<file path="config.mk">
export PLATFORM = sky130hd
export DESIGN_NAME = vec_intc
export DESIGN_NICKNAME = d
export VERILOG_FILES = /design/src/rtl/vec_intc_pkg.sv /design/src/rtl/vec_intc_pend.sv /design/src/rtl/vec_intc_sel.sv /design/src/rtl/vec_intc_regs.sv /design/src/rtl/vec_intc.sv
export SDC_FILE = /design/constraint.sdc
export NUM_CORES = 1
export LEC_CHECK = 0
export CAP_MARGIN = 20
export CORE_ASPECT_RATIO = 0.75
export CORE_UTILIZATION = 55
export CTS_BUF_LIST = sky130_fd_sc_hd__clkbuf_4 sky130_fd_sc_hd__clkbuf_8 sky130_fd_sc_hd__clkbuf_16
export DETAILED_ROUTE_END_ITERATION = 10
export DONT_BUFFER_PORTS = 1
export GPL_TIMING_DRIVEN = 0
export MAX_ROUTING_LAYER = met4
export PLACE_DENSITY = 0.83
export RECOVER_POWER = 100
export SLEW_MARGIN = 20
export SYNTH_ARGS = -nofsm -noshare
export SYNTH_HDL_FRONTEND = slang
export SYNTH_SLANG_ARGS = --single-unit
</file>
<file path="constraint.sdc">
create_clock -name clk -period 2.08 [get_ports clk]
set_clock_uncertainty 0.05 [all_clocks]
set_input_delay 0.312 -clock clk [delete_from_list [all_inputs] [get_ports clk]]
set_output_delay 0.312 -clock clk [all_outputs]
set_load 0.1 [all_outputs]
</file>
<file path="src/rtl/vec_intc_pkg.sv">
package vec_intc_pkg;

    localparam int ADDR_W = 8;
    localparam int REG_W  = 32;

    localparam logic [ADDR_W-1:0] OFF_VECTOR = 8'h00;
    localparam logic [ADDR_W-1:0] OFF_PROT   = 8'h08;
    localparam logic [ADDR_W-1:0] OFF_EXTCTL = 8'h0C;
    localparam logic [ADDR_W-1:0] OFF_PEND   = 8'h10;

    typedef enum logic [1:0] {
        TRIG_LOW  = 2'd0,
        TRIG_HIGH = 2'd1,
        TRIG_FALL = 2'd2,
        TRIG_RISE = 2'd3
    } trig_e;

    typedef struct packed {
        logic [ADDR_W-1:0] addr;
        logic [REG_W-1:0]  wdata;
        logic              wr;
        logic              rd;
        logic              priv;
    } bus_req_t;

    function automatic logic [ADDR_W-1:0] en_base(input bit alt);
        return alt ? 8'h20 : 8'h40;
    endfunction

    function automatic logic [ADDR_W-1:0] mask_base(input bit alt);
        return alt ? 8'h30 : 8'h50;
    endfunction

    function automatic logic ext_fire(input trig_e mode, input logic cur, input logic prev);
        logic hit;
        unique case (mode)
            TRIG_LOW:  hit = ~cur;
            TRIG_HIGH: hit = cur;
            TRIG_FALL: hit = prev & ~cur;
            TRIG_RISE: hit = ~prev & cur;
            default:   hit = 1'b0;
        endcase
        return hit;
    endfunction

endpackage

</file>
<file path="src/rtl/vec_intc_pend.sv">
module vec_intc_pend
    import vec_intc_pkg::*;
#(
    parameter int NUM_SRC = 96
) (
    input  logic               clk,
    input  logic               rst,
    input  logic [NUM_SRC-1:0] src_i,
    input  trig_e              trig_i,
    input  logic [NUM_SRC-1:0] clr_i,
    output logic [NUM_SRC-1:0] pend_o
);

    logic [NUM_SRC-1:0] pend_q;
    logic               ext_prev_q;
    logic               ext_set;

    assign ext_set = ext_fire(trig_i, src_i[0], ext_prev_q);

    always_ff @(posedge clk) begin
        if (rst) begin
            pend_q[0]  <= 1'b0;
            ext_prev_q <= 1'b0;
        end else begin
            pend_q[0]  <= ext_set | (pend_q[0] & ~clr_i[0]);
            ext_prev_q <= src_i[0];
        end
    end

    for (genvar i = 1; i < NUM_SRC; i++) begin : g_lvl
        always_ff @(posedge clk) begin
            if (rst) pend_q[i] <= 1'b0;
            else     pend_q[i] <= src_i[i] | (pend_q[i] & ~clr_i[i]);
        end
    end

    assign pend_o = pend_q;

    AST_LVL_SET: assert property (@(posedge clk) disable iff (rst)
        1'b1 |=> ((pend_q[NUM_SRC-1:1] & $past(src_i[NUM_SRC-1:1])) == $past(src_i[NUM_SRC-1:1])));

    AST_NO_SILENT_DROP: assert property (@(posedge clk) disable iff (rst)
        (clr_i == '0) |=> ((pend_q & $past(pend_q)) == $past(pend_q)));

endmodule

</file>
<file path="src/rtl/vec_intc_sel.sv">
module vec_intc_sel #(
    parameter int NUM_SRC = 96,
    localparam int IDX_W  = $clog2(NUM_SRC)
) (
    input  logic               clk,
    input  logic               rst,
    input  logic [NUM_SRC-1:0] pend_i,
    input  logic [NUM_SRC-1:0] en_i,
    input  logic [NUM_SRC-1:0] mask_i,
    output logic [IDX_W-1:0]   idx_o,
    output logic               irq_o
);

    logic [NUM_SRC-1:0] elig;
    logic [IDX_W-1:0]   idx;

    assign elig = pend_i & en_i & ~mask_i;

    always_comb begin
        idx = '0;
        for (int i = NUM_SRC - 1; i >= 0; i--) begin
            if (elig[i]) idx = IDX_W'(i);
        end
    end

    assign idx_o = idx;
    assign irq_o = |elig;

    AST_VEC_IS_ELIG: assert property (@(posedge clk) disable iff (rst)
        irq_o |-> elig[idx_o]);

    AST_IDLE_ZERO: assert property (@(posedge clk) disable iff (rst)
        !irq_o |-> (idx_o == '0));

    AST_BLOCKED_QUIET: assert property (@(posedge clk) disable iff (rst)
        ((pend_i & en_i & ~mask_i) == '0) |-> !irq_o);

endmodule

</file>
<file path="src/rtl/vec_intc_regs.sv">
module vec_intc_regs
    import vec_intc_pkg::*;
#(
    parameter int NUM_SRC    = 96,
    parameter bit ALT_LAYOUT = 1'b0,
    localparam int NBANK     = (NUM_SRC + REG_W - 1) / REG_W,
    localparam int IDX_W     = $clog2(NUM_SRC)
) (
    input  logic               clk,
    input  logic               rst,
    input  bus_req_t           req_i,
    input  logic [NUM_SRC-1:0] pend_i,
    input  logic [IDX_W-1:0]   idx_i,
    output logic [NUM_SRC-1:0] en_o,
    output logic [NUM_SRC-1:0] mask_o,
    output trig_e              trig_o,
    output logic [NUM_SRC-1:0] clr_o,
    output logic [REG_W-1:0]   rdata_o
);

    localparam logic [ADDR_W-1:0] EN_OFF = en_base(ALT_LAYOUT);
    localparam logic [ADDR_W-1:0] MK_OFF = mask_base(ALT_LAYOUT);
    localparam int FLAT_W = NBANK * REG_W;

    logic [NBANK-1:0][REG_W-1:0] en_q, mask_q;
    logic                        prot_q;
    trig_e                       trig_q;
    logic                        wr_ok;
    logic [FLAT_W-1:0]           pend_flat, clr_flat, en_flat, mask_flat;
    logic [REG_W-1:0]            rd_val;

    assign wr_ok     = req_i.wr & (~prot_q | req_i.priv);
    assign pend_flat = FLAT_W'(pend_i);

    always_ff @(posedge clk) begin
        if (rst) begin
            prot_q <= 1'b0;
            trig_q <= TRIG_LOW;
        end else if (wr_ok) begin
            if (req_i.addr == OFF_PROT)   prot_q <= req_i.wdata[0];
            if (req_i.addr == OFF_EXTCTL) trig_q <= trig_e'(req_i.wdata[1:0]);
        end
    end

    for (genvar b = 0; b < NBANK; b++) begin : g_bank
        localparam logic [ADDR_W-1:0] A_PEND = OFF_PEND + ADDR_W'(4 * b);
        localparam logic [ADDR_W-1:0] A_EN   = EN_OFF   + ADDR_W'(4 * b);
        localparam logic [ADDR_W-1:0] A_MK   = MK_OFF   + ADDR_W'(4 * b);

        always_ff @(posedge clk) begin
            if (rst) begin
                en_q[b]   <= '0;
                mask_q[b] <= '0;
            end else if (wr_ok) begin
                if (req_i.addr == A_EN) en_q[b]   <= req_i.wdata;
                if (req_i.addr == A_MK) mask_q[b] <= req_i.wdata;
            end
        end

        assign clr_flat[b*REG_W +: REG_W] =
            (wr_ok && req_i.addr == A_PEND) ? req_i.wdata : '0;
        assign en_flat[b*REG_W +: REG_W]   = en_q[b];
        assign mask_flat[b*REG_W +: REG_W] = mask_q[b];
    end

    always_comb begin
        rd_val = '0;
        if (req_i.addr == OFF_VECTOR) rd_val = REG_W'(idx_i) << 2;
        if (req_i.addr == OFF_PROT)   rd_val = {{(REG_W-1){1'b0}}, prot_q};
        if (req_i.addr == OFF_EXTCTL) rd_val = {{(REG_W-2){1'b0}}, trig_q};
        for (int b = 0; b < NBANK; b++) begin
            if (req_i.addr == OFF_PEND + ADDR_W'(4 * b)) rd_val = pend_flat[b*REG_W +: REG_W];
            if (req_i.addr == EN_OFF   + ADDR_W'(4 * b)) rd_val = en_q[b];
            if (req_i.addr == MK_OFF   + ADDR_W'(4 * b)) rd_val = mask_q[b];
        end
    end

    always_ff @(posedge clk) begin
        if (rst)           rdata_o <= '0;
        else if (req_i.rd) rdata_o <= rd_val;
    end

    assign en_o   = en_flat[NUM_SRC-1:0];
    assign mask_o = mask_flat[NUM_SRC-1:0];
    assign clr_o  = clr_flat[NUM_SRC-1:0];
    assign trig_o = trig_q;

    AST_PROT_HOLD: assert property (@(posedge clk) disable iff (rst)
        (prot_q && req_i.wr && !req_i.priv) |=>
        ($stable(en_q) && $stable(mask_q) && $stable(prot_q) && $stable(trig_q)));

    AST_PROT_NO_CLR: assert property (@(posedge clk) disable iff (rst)
        (prot_q && !req_i.priv) |-> (clr_o == '0));

endmodule

</file>
<file path="src/rtl/vec_intc.sv">
module vec_intc
    import vec_intc_pkg::*;
#(
    parameter int NUM_SRC    = 96,
    parameter bit ALT_LAYOUT = 1'b0
) (
    input  logic               clk,
    input  logic               rst,
    input  logic [7:0]         bus_addr_i,
    input  logic [31:0]        bus_wdata_i,
    input  logic               bus_wr_i,
    input  logic               bus_rd_i,
    input  logic               bus_priv_i,
    output logic [31:0]        bus_rdata_o,
    input  logic [NUM_SRC-1:0] src_i,
    output logic               irq_o
);

    localparam int IDX_W = $clog2(NUM_SRC);

    bus_req_t           req;
    logic [NUM_SRC-1:0] pend, en, mask, clr;
    logic [IDX_W-1:0]   idx;
    trig_e              trig;

    assign req = '{addr: bus_addr_i, wdata: bus_wdata_i, wr: bus_wr_i,
                   rd: bus_rd_i, priv: bus_priv_i};

    vec_intc_regs #(.NUM_SRC(NUM_SRC), .ALT_LAYOUT(ALT_LAYOUT)) u_regs (
        .clk(clk), .rst(rst), .req_i(req), .pend_i(pend), .idx_i(idx),
        .en_o(en), .mask_o(mask), .trig_o(trig), .clr_o(clr), .rdata_o(bus_rdata_o)
    );

    vec_intc_pend #(.NUM_SRC(NUM_SRC)) u_pend (
        .clk(clk), .rst(rst), .src_i(src_i), .trig_i(trig), .clr_i(clr), .pend_o(pend)
    );

    vec_intc_sel #(.NUM_SRC(NUM_SRC)) u_sel (
        .clk(clk), .rst(rst), .pend_i(pend), .en_i(en), .mask_i(mask),
        .idx_o(idx), .irq_o(irq_o)
    );

    AST_DISABLED_SRC0: assert property (@(posedge clk) disable iff (rst)
        (!en[0] && (pend[NUM_SRC-1:1] & en[NUM_SRC-1:1] & ~mask[NUM_SRC-1:1]) == '0) |-> !irq_o);

endmodule

</file>
Yosys cells after proc, flatten, opt, wreduce, memory -nomap -nowiden
Cells that the tools add are included.

Output and inout bits: 33. Word-level logic and storage cells: 544. Register bits: 324.

Equality and inequality tests: 14. Reduce and logical (&&, ||, !) cells: 14. Multiplexer cells: 112. Bitwise operators: 298.

Operators by type and width (count): 2-to-1 mux 7 bit (96); 2-to-1 mux 32 bit (12); bitwise AND 96 bit (2); bitwise AND 1 bit (99); NOT 1 bit (99); bitwise OR 1 bit (97); NOT 96 bit (1); OR reduction 96 bit (1); equality test 8 x 7 -> 1 bit, second input constant (6); 2-to-1 mux 9 bit (3); equality test 8 x 5 -> 1 bit, second input constant (3); equality test 8 x 4 -> 1 bit, second input constant (2); AND reduction 2 bit (8); logical NOT 8 bit (1); equality test 2 bit, second input constant (2); one-hot mux 1 bit (4 select lines) (1); logical AND 1 bit (3); equality test 2 x 1 -> 1 bit, second input constant (1); logical NOT 2 bit (1).

Longest topological paths before layout
Depth in word-level cells: 110. Gate-level depth with buffers: 9.

Modules after synthesis
From an unflattened synthesis, not the netlist that was laid out.

Cells, all modules: 2382. Area total of the unflattened synthesis: 17244.0 sq um.

Modules (own cells, without submodules): vec_intc_regs (cells each 1656, area each 11828.8 sq um, instances 1, sequential area each 4544.4 sq um); vec_intc_pend (cells each 399, area each 3347.0 sq um, instances 1, sequential area each 1941.9 sq um); vec_intc_sel (cells each 327, area each 2068.2 sq um, instances 1, sequential area each 0.0 sq um).

Worst setup path after synthesis
No wires, ideal clock.

Path kind: flip-flop to output port. From: register u_regs.mask_q, in the netlist u_regs.mask_o[80]. To: output port irq_o. Data required time: 1.718 ns. Arrival time: 2.318 ns. Stages on the path, launching flop included: 6. Setup slack: -0.600 ns. Path through: dfxtp_1 > and3b_1 > or4_4 > or2_4 > nor4_2 > nand3_1.

Longest elaborated chain between the ends: 3.

Ends and longest elaborated chain: start: declaration (RTL line vec_intc_regs.sv:25) `logic [NBANK-1:0][REG_W-1:0] en_q, mask_q;`; start signal: indexed assignment (RTL line vec_intc_regs.sv:56) `if (req_i.addr == A_MK) mask_q[b] <= req_i.wdata;`; NOT 96 bit (RTL line vec_intc_sel.sv:17) `assign elig = pend_i & en_i & ~mask_i;`; bitwise AND 96 bit (RTL line vec_intc_sel.sv:17); OR reduction 96 bit (RTL line vec_intc_sel.sv:27) `assign irq_o = |elig;`; end: declaration (RTL line vec_intc.sv:16) `output logic irq_o`.

No other way between the ends.

Worst setup path after layout
From: register u_pend.pend_q[4], in the netlist u_pend.pend_o[4]. To: output port irq_o.

Longest elaborated chain between the ends: 3.

Ends and longest elaborated chain: start: declaration (RTL line vec_intc_pend.sv:14) `logic [NUM_SRC-1:0] pend_q;`; start signal: indexed assignment (RTL line vec_intc_pend.sv:33) `else pend_q[i] <= src_i[i] | (pend_q[i] & ~clr_i[i]);`; bitwise AND 96 bit (2 in series) (RTL line vec_intc_sel.sv:17); OR reduction 96 bit (RTL line vec_intc_sel.sv:27).

No other way between the ends.

==> results_dict.tcl <==
set metrics [dict create \
    endpoint "irq_o" \
    crit_slowest_cell "and4bb_2" \
    pwr-share-clk_pct 44.2 \
    via_count 17600 \
    netlist_area_sq_mm 0.0153 \
    place.gp.congestion 1.10 \
    drt.antenna.violating_nets 0 \
    clock_latency_ps 590 \
    grt_max_degree 15 \
    yosysUniqueCellTypes 67 \
    grt_setup_unrepaired "true" \
    clockBufferDepth 3 \
    ctsRootBufferMaster "clkbuf_16" \
    ys_seq_area_share_pct 42.5 \
    synthArstFlopShare_pct 0 \
    cts.sinks 324 \
    drive_above_1_share_pct 10.8 \
    ys_ff_latch 324 \
    final_util_pct 67.6 \
    design_area_sq_mm 0.0183 \
    p_sw_mw 3.34 \
    drt_iter0_drc 3183 \
    p_seq_share_pct 49.7 \
    antenna_found_initial 0 \
    routed_wl_microns 71100 \
    synth_edf_count 0 \
    path_cells "and3b_2, and4bb_2, nand4_1, nand4b_1, nor2_2, nand3_4" \
    worstMarginPinSlew_ps 1080 \
    area_growth_syn_to_layout_pct 20.2 \
    drtPass1Iterations 9 \
    drv_cap 0 \
    grt_usage_pct 49.7 \
    dieArea_sq_mm 0.0284 \
    syn_inst 2047 \
    rr_worst_depth 8 \
    startpoint "u_pend.pend_o[4]" \
    p_comb_share_pct 6.1 \
    overflow 0 \
    start_util_pct 56.2 \
    fp-row-count 52 \
    leakage_nw 6.77 \
    grt_pass1_wl_microns 102000 \
    pwr_density_cell_mw_per_mm2 726 \
    hpwl_microns 49300 \
    finalNetCount 2356 \
    diodes 0 \
    portBuffers 0 \
    fmax_mhz 335 \
    intPower_mw 9.98 \
    avgViaCountPerCell 6.79 \
    slew_headroom_pct 28.1 \
    peakVddDrop_mv 0.820 \
    ys.flop_type "dfxtp_1" \
    ios 174 \
    worstPathArrival_ps 2630 \
    finalCritPeriodShare_pct 144 \
    fin_crit_ps 2990 \
    htree_levels 1 \
    numCtsBuffers 30 \
    tritoncts "done" \
    core_area_sq_mm 0.0271 \
    status "finished with violations" \
    synth_fp_nets 2188 \
    die_w_microns 194 \
    synth_area_per_cell_sq_um 7.45 \
    violations "setup timing" \
    drt-wirelength-per-cell_microns 27.5 \
    cp_max_fo 3 \
    finalHoldViolCount 0 \
    dpl_cell_area_sq_mm 0.0157 \
    r2r_slack_ps -370 \
    total_power_mw 13.3 \
    slew_violations 0 \
    timing.setup.tns_ps -25780 \
    clk_pin_slew_worst_paths_ps 70 \
    remaining_drc_errors 0 \
    hold_path_class "in -> reg" \
    finalSetupViolCount 203 \
    crit_path_max_incr_delay_ps 360 \
    holdWs_ps 15.9 \
    ys_warn_count 0 \
    die_h_microns 146 \
    regToRegEndpoint "u_regs.rdata_o[6]" \
    path_class "reg -> out" \
    cp-end-kind "output port" \
    critPathLaunchType "flip-flop" \
    grt_pass1_vias 16200 \
    sw_frac_of_total_pct 25.1 \
    cp.required_ps 1720 \
    fin_ws_ps -908 \
    rr_startpoint "u_pend.pend_o[80]" \
]
[what timing repair did]
item                                   in CTS  in global routing
pin swaps                                  19                 27
buffers inserted                           18                 21
gates resized for setup                    65                 58
endpoints found under the hold margin      98                  0
cloned                                      0                  1
setup endpoints to repair                 118                207
hold buffers                               98                  0
[final cells by class]
| type | instances | area (sq um) |
|---|---|---|
| Tap cell | 351 | 439 |
| Fill cell | 2231 | 8790 |
| Buffer | 157 | 707 |
| Sequential cell | 324 | 6510 |
| Timing Repair Buffer | 136 | 1280 |
| Clock buffer | 46 | 932 |
| Multi-Input combinational cell | 1563 | 8360 |
| Inverter | 3 | 11.3 |
| Clock inverter | 9 | 98.8 |
[synth_stat cells (26+ instances only)]
master | instances | area share (%)
and3b_1 | 31 | 1.8
nand2_1 | 609 | 15
dfxtp_1 | 324 | 43
a31oi_1 | 26 | 1.1
a21oi_1 | 326 | 11
a22oi_1 | 32 | 1.6
buf_2 | 42 | 1.4
nand3_1 | 43 | 1.4
a222oi_1 | 27 | 1.8
clkbuf_1 | 108 | 2.7
nand3b_1 | 75 | 3.7
nor2_1 | 162 | 4.0
[critical path: cells and delay by family, from the launching register on]
family | cells | cell delay, ps
simple gates | 6 | 1670
flops | 1 | 350
[worst min path at each step]
stage	from	to	slack (ps)	cells past startpoint
detailed placement	src_i[26]	u_pend.pend_o[26]	390	2
global placement	src_i[1]	u_pend.pend_o[1]	380	2
floorplan	src_i[10]	u_pend.pend_o[10]	380	2
global route	src_i[0]	u_pend.pend_o[0]	60	4
finish	src_i[0]	u_pend.pend_o[0]	20	4
CTS	bus_rd_i	u_regs.rdata_o[2]	0.3	3
[power groups by stage]
stage	registers [mW]	logic, mW	clock network [mW]
2_1_floorplan	6.67	0.383	0
3_3_place_gp	6.73	0.578	0
3_5_place_dp	6.74	0.593	0
4_1_cts	6.60	0.755	5.78
5_1_grt	6.62	0.847	6.02
6_report	6.61	0.815	5.89
[sequential cells by signal, summed over array words and instances (netlist names)]
| signal | flops |
|---|---|
| u_regs.en_o | 96 |
| u_regs.rdata_o | 32 |
| u_pend.pend_o | 96 |
| u_regs.mask_o | 96 |
| u_regs.prot_q | 1 |
| u_pend.ext_prev_q | 1 |
| u_regs.trig_o | 2 |
[cell usage in the layout (no fill, tap or decap), types with 12 or more instances in the layout]
cell type	instances
nand4_1	18
buf_4	38
a31oi_1	26
buf_2	34
nand3b_1	75
a22oi_1	32
and3b_1	24
a222oi_1	27
nand3_1	41
dlygate4sd3_1	98
clkbuf_2	24
nor2_1	154
dfxtp_1	304
a21oi_1	325
o211ai_1	15
clkbuf_1	89
o221ai_1	22
nand2_1	605
dfxtp_2	19
and2_1	15
clkbuf_16	31
o21ai_0	12
[layer usage]
metal	up-vias	track usage [%]	wire length (microns)
met2	1583	71.5	29000
met1	8214	65.9	27000
met5	-	-	0
met3	297	13.3	11400
li1	7475	-	-
met4	0	19.9	3770
[logic make-up after synthesis]
| kind of cell | count (synthesis) | synth area share [%] |
|---|---|---|
| and+or+nand+nor | 1010 | 30.6 |
| AOI/OAI and AO/OA | 547 | 22.0 |
| DFF | 324 | 42.5 |
| buffers and inverters | 161 | 4.55 |
| muxes | 3 | 0.197 |
| xor gates and xnor gates | 2 | 0.115 |
[stage by stage]
| step | worst slack, ps | cells |
|---|---|---|
| after floorplan | -131 | 2047 |
| after global placement | -780 | 2398 |
| after detailed placement | -685 | 2398 |
| after CTS | -843 | 2568 |
| after global routing | -905 | 2589 |
| final | -908 | 2589 |
Note: power is estimated with default switching activity, not from simulation.
